<file path="src/rtl/dpwm_pkg.sv">
`timescale 1ns/1ps
package dpwm_pkg;
   // number of status bits in front of the counter fields
   localparam int FLAG_W = 2;

   typedef enum logic {
      PH_LOW  = 1'b0,
      PH_HIGH = 1'b1
   } phase_e;

   function automatic int state_width(input int cnt_w);
      return FLAG_W + 3 * cnt_w;
   endfunction
endpackage

</file>
<file path="src/rtl/dpwm_step.sv">
`timescale 1ns/1ps
module dpwm_step #(
   parameter int CNT_W = 8,
   localparam int ST_W = dpwm_pkg::state_width(CNT_W)
) (
   input  logic [ST_W-1:0]  cur_st,
   input  logic [CNT_W-1:0] high_in,
   input  logic [CNT_W-1:0] low_in,
   output logic [ST_W-1:0]  nxt_st
);
   import dpwm_pkg::*;

   localparam logic [CNT_W-1:0] ONE = CNT_W'(1);

   logic             c_start;
   phase_e           c_lvl;
   logic [CNT_W-1:0] c_cnt, c_hi, c_lo;
   logic             n_start;
   phase_e           n_lvl;
   logic [CNT_W-1:0] n_cnt, n_hi, n_lo;
   logic             end_low, end_high;

   assign {c_start, c_lvl, c_cnt, c_hi, c_lo} = cur_st;

   assign end_low  = (c_lvl == PH_LOW)  && (c_cnt == c_lo - ONE);
   assign end_high = (c_lvl == PH_HIGH) && (c_cnt == c_hi - ONE);

   always_comb begin
      n_start = 1'b0;
      n_lvl   = c_lvl;
      n_cnt   = c_cnt + ONE;
      n_hi    = c_hi;
      n_lo    = c_lo;
      if (c_start || end_low) begin
         n_lvl = PH_HIGH;
         n_cnt = '0;
         n_hi  = (high_in == '0) ? ONE : high_in;
         n_lo  = (low_in  == '0) ? ONE : low_in;
      end else if (end_high) begin
         n_lvl = PH_LOW;
         n_cnt = '0;
      end
   end

   assign nxt_st = {n_start, n_lvl, n_cnt, n_hi, n_lo};
endmodule

</file>
<file path="src/rtl/dpwm_edge_reg.sv">
`timescale 1ns/1ps
module dpwm_edge_reg #(
   parameter int         ST_W     = 26,
   parameter bit         RISING   = 1'b1,
   parameter logic [ST_W-1:0] IDLE_ST = '0
) (
   input  logic            clk,
   input  logic            rst,
   input  logic [ST_W-1:0] d,
   output logic [ST_W-1:0] q
);
   generate
      if (RISING) begin : g_pos
         always_ff @(posedge clk) begin
            if (rst) q <= IDLE_ST;
            else     q <= d;
         end
      end else begin : g_neg
         always_ff @(negedge clk) begin
            if (rst) q <= IDLE_ST;
            else     q <= d;
         end
      end
   endgenerate
endmodule

</file>
<file path="src/rtl/dpwm_merge.sv">
`timescale 1ns/1ps
module dpwm_merge (
   input  logic clk,
   input  logic lvl_pos,
   input  logic lvl_neg,
   output logic lvl_out
);
   // the bank written by the most recent edge is the one whose edge matches the clock level
   assign lvl_out = clk ? lvl_pos : lvl_neg;
endmodule

</file>
<file path="src/rtl/dpwm_dual_edge_gen.sv">
`timescale 1ns/1ps
module dpwm_dual_edge_gen #(
   parameter int CNT_W = 8
) (
   input  logic             clk,
   input  logic             rst,
   input  logic [CNT_W-1:0] high_len,
   input  logic [CNT_W-1:0] low_len,
   output logic             pwm_o
);
   import dpwm_pkg::*;

   localparam int ST_W = state_width(CNT_W);
   localparam logic [ST_W-1:0] IDLE_ST = {1'b1, PH_LOW, {(3*CNT_W){1'b0}}};

   generate
      if (CNT_W < 2) begin : g_bad_width
         $error("dpwm_dual_edge_gen: CNT_W must be at least 2");
      end
   endgenerate

   // index 0 = rising-edge bank, index 1 = falling-edge bank
   logic [ST_W-1:0] st_q [2];
   logic [ST_W-1:0] st_d [2];

   generate
      for (genvar g = 0; g < 2; g++) begin : g_bank
         dpwm_step #(.CNT_W(CNT_W)) step_i (
            .cur_st  (st_q[1-g]),
            .high_in (high_len),
            .low_in  (low_len),
            .nxt_st  (st_d[g])
         );
         dpwm_edge_reg #(.ST_W(ST_W), .RISING(g == 0), .IDLE_ST(IDLE_ST)) reg_i (
            .clk (clk),
            .rst (rst),
            .d   (st_d[g]),
            .q   (st_q[g])
         );
      end
   endgenerate

   logic             pos_start, neg_start;
   logic             pos_lvl,   neg_lvl;
   logic [CNT_W-1:0] pos_cnt, pos_hi, pos_lo;
   logic [CNT_W-1:0] neg_cnt, neg_hi, neg_lo;

   assign {pos_start, pos_lvl, pos_cnt, pos_hi, pos_lo} = st_q[0];
   assign {neg_start, neg_lvl, neg_cnt, neg_hi, neg_lo} = st_q[1];

   dpwm_merge merge_i (
      .clk     (clk),
      .lvl_pos (pos_lvl),
      .lvl_neg (neg_lvl),
      .lvl_out (pwm_o)
   );
endmodule


</file>
<file path="config.mk">
export PLATFORM = sky130hd
export DESIGN_NAME = dpwm_dual_edge_gen
export DESIGN_NICKNAME = d
export VERILOG_FILES = /design/src/rtl/dpwm_pkg.sv /design/src/rtl/dpwm_step.sv /design/src/rtl/dpwm_edge_reg.sv /design/src/rtl/dpwm_merge.sv /design/src/rtl/dpwm_dual_edge_gen.sv
export SDC_FILE = /design/constraint.sdc
export NUM_CORES = 1
export LEC_CHECK = 0
export ABC_AREA = 0
export BUFFER_PORTS_ARGS = -buffer_cell sky130_fd_sc_hd__buf_2
export CORE_UTILIZATION = 35
export CTS_CLUSTER_SIZE = 8
export DETAILED_ROUTE_END_ITERATION = 16
export PLACE_DENSITY = 0.52
export SYNTH_ARGS = -nofsm -noshare
export SYNTH_HDL_FRONTEND = slang
export SYNTH_SLANG_ARGS = --single-unit
</file>
<file path="constraint.sdc">
create_clock -name clk -period 3.2 [get_ports clk]
set_input_delay 0.48 -clock clk [delete_from_list [all_inputs] [get_ports clk]]
set_output_delay 0.48 -clock clk [all_outputs]
set_load 0.05 [all_outputs]
</file>
==> impl_metrics.json <==
{
  "run_status": "finished with violations",
  "failed_checks": "setup timing",
  "worst_slew_pin_slew_ps": 436,
  "grt_pass1_vias": 2911,
  "largest_register_ffs": 52,
  "ioPinCount": 19,
  "cap_violations": 0,
  "netlist_top_cells_count": "dfxtp_1 (52), xnor2_1 (30), nand2b_1 (25)",
  "ir_worst_vdd_mv": 0.239,
  "crit_fanout": 8,
  "port_buffers": 18,
  "fp.dieH_um": 94.5,
  "setup-tns-final_ps": -33710,
  "die-area_um2": 8930,
  "avgSynthCellArea_um2": 8.89,
  "crit_family": "simple AND/OR/NAND/NOR gates",
  "rsz0062_at_grt": "yes",
  "synth_edf_count": 0,
  "synth.area.top_cells": "dfxtp_1 (35%), xnor2_1 (8.8%), nand2b_1 (5.2%)",
  "finalNetCount": 494,
  "r2r-end": "g_bank[0].reg_i.q[18]$_SDFF_PP0_",
  "power_leakage_nw": 1.90,
  "p_per_area_nw_per_um2": 456,
  "synth_seq_area_share": 0.348,
  "hp-class": "primary input to flip-flop",
  "final_hold_viol_count": 0,
  "wl_per_cell_um": 16.3,
  "fin_skew_ps": 84.2,
  "ant_nets": 0,
  "grt_pass1_wl_mm": 14.6,
  "top_regs": "g_bank.reg_i.q: 52 flops",
  "start_kind": "flip-flop",
  "start_util": 0.363,
  "grt_use_total": 0.223,
  "detailed_place_hpwl_mm": 6.91,
  "grt_max_degree": 25,
  "layout_setup_ws_ps": -792,
  "crit_type": "flip-flop to flip-flop",
  "fillers": 810,
  "ctsHoldBuffers": 0,
  "netlist.area_leader.share": 0.348,
  "critPathLaunch": "g_bank[1].reg_i.q[1]$_SDFF_NP0_",
  "cpMaxStageDelayCell": "or4_4",
  "rrSetupSlack_ps": -790,
  "async_reset_ff_frac": 0,
  "drc_errors": 0,
  "synth_cell_type_count": 57,
  "crit_chain": "inv_4 -> ha_4 -> or3b_4 -> or4_4 -> a211oi_2 -> a41oi_2 -> buf_6 -> o31ai_4 -> buf_6 -> nor3_2",
  "worst-path-buf-inv": 3,
  "synth_area_um2": 3000,
  "ys_seq_elements": 52,
  "drive_above_1_share": 0.407,
  "r2r-start": "g_bank[1].reg_i.q[1]$_SDFF_NP0_",
  "yosysWarningCount": 0,
  "vias": 2928,
  "finalPower_mw": 2.05,
  "cts_tree": "yes",
  "clk_pin_slew_ps": 100,
  "largest-register": "g_bank.reg_i.q",
  "antenna_found_initial": 0,
  "synth-main-ff-cell": "dfxtp_1",
  "path_common_cell": "buf_6",
  "routed_wl_mm": 9.38,
  "p_int_mw": 1.37,
  "crit_end": "g_bank[0].reg_i.q[18]$_SDFF_PP0_",
  "slew_violations": 0,
  "cp.depth": 10,
  "synth_cells": 337,
  "setup_violations": 52,
  "viasPerCell": 5.07,
  "syn_to_final_growth_pct": 50.1,
  "fin_cells": 577,
  "cp-end-kind": "flip-flop",
  "clock_latency_ps": 490,
  "power_frac_comb": 0.267,
  "critPathRequiredTime_ps": 3500,
  "diodes": 0,
  "synth.largest_area_cell": "dfxtp_1",
  "rows": 33,
  "yosysMostFrequentCell": "dfxtp_1",
  "routabilityCongestion": 0.790,
  "arrival_ps": 4300,
  "placed_cells": 528,
  "p_seq_frac": 0.355,
  "syn-num-nets": 361,
  "relSlewSlack": 0.709,
  "die_w_um": 94.5,
  "core_um2": 8260,
  "power.switching_mw": 0.682,
  "drt_iter0_markers": 118,
  "firstDrtPassIters": 5,
  "p_sw_frac": 0.333,
  "clkPwrFrac": 0.379,
  "max_stage_delay_ps": 420,
  "overflow": 0,
  "rr_worst_depth": 10
}
area by class of cell:
cell class,count,area [um2],area share
Clock buffer,13,168,0.0373
Clock inverter,27,106,0.0237
Inverter,15,58.8,0.0131
Multi-Input combinational cell,252,2090,0.465
Sequential cell,52,1050,0.234
Tap cell,105,131,0.0292
Timing Repair Buffer,113,890,0.198
metal layers:
metal	track usage	wire, um
met5	0	0
met4	0.0846	150
met3	0.0427	234
met2	0.392	4860
met1	0.268	4140
metrics by stage:
step / hold slack (ps) / setup WS, ps / instance area, um2 / util
floorplan: 508 / -745 / 3100 / -
global route: 353 / -907 / 4500 / 0.544
CTS: 347 / -742 / 4380 / 0.530
finish: 345 / -792 / 4500 / 0.544
detailed placement: 709 / -795 / 3900 / 0.472
global placement: 709 / -770 / 3900 / 0.472
worst register-to-register path: stages (launching register included):
cell and delay (ps):
dfxtp_4 350, inv_4 50, ha_4 120, or3b_4 370, or4_4 420, a211oi_2 210, a41oi_2 180, buf_6 200
o31ai_4 80, buf_6 170, nor3_2 50
repair_timing:
| item | in CTS | in global routing |
|---|---|---|
| gates cloned | 2 | 0 |
| gates resized for setup | 32 | 26 |
| setup endpoints to repair | 52 | 52 |
| pin swaps | 16 | 17 |
| setup buffers | 7 | 3 |
worst min path at each step:
stage / cells past startpoint / slack (ps) / start / end
global route: 3 / 350 / low_len[6] / g_bank[0].reg_i.q[6]$_SDFF_PP0_
global placement: 2 / 710 / clk / pwm_o
finish: 3 / 350 / low_len[6] / g_bank[0].reg_i.q[6]$_SDFF_PP0_
floorplan: 0 / 510 / rst / g_bank[0].reg_i.q[25]$_DFF_P_
detailed placement: 2 / 710 / clk / pwm_o
CTS: 3 / 350 / low_len[6] / g_bank[0].reg_i.q[6]$_SDFF_PP0_
power by group through the flow:
stage	Combinational, mW	Clock [mW]	Sequential, mW
after floorplan	0.274	0.0842	0.737
after global placement	0.464	0.0906	0.738
after detailed placement	0.470	0.0906	0.738
after CTS	0.529	0.783	0.726
after global routing	0.592	0.851	0.731
final	0.547	0.776	0.727
layout by cell type, fill, tap and decap left out, drive strengths merged, types with 7 or more instances in the layout:
| master | count |
|---|---|
| nor3 | 22 |
| nand2 | 7 |
| mux2i | 14 |
| xor2 | 17 |
| inv | 41 |
| o21ai | 14 |
| nand2b | 25 |
| nand3b | 13 |
| o31ai | 7 |
| xnor2 | 30 |
| nor2 | 21 |
| nor4 | 8 |
| dfxtp | 52 |
| buf | 113 |
| clkbuf | 13 |
| nand3 | 9 |
kinds of logic (layout without fill, tap and decap cells):
kind of cell,Yosys count,after routing,synth area share
xor+xnor,47,47,0.137
simple gates,131,131,0.259
mux,18,18,0.0618
buf+inv,33,168,0.0476
fa+ha+maj,6,6,0.0251
flops,52,52,0.348
compound gates,50,50,0.122
No activity file was read; power rests on OpenSTA's default activity.
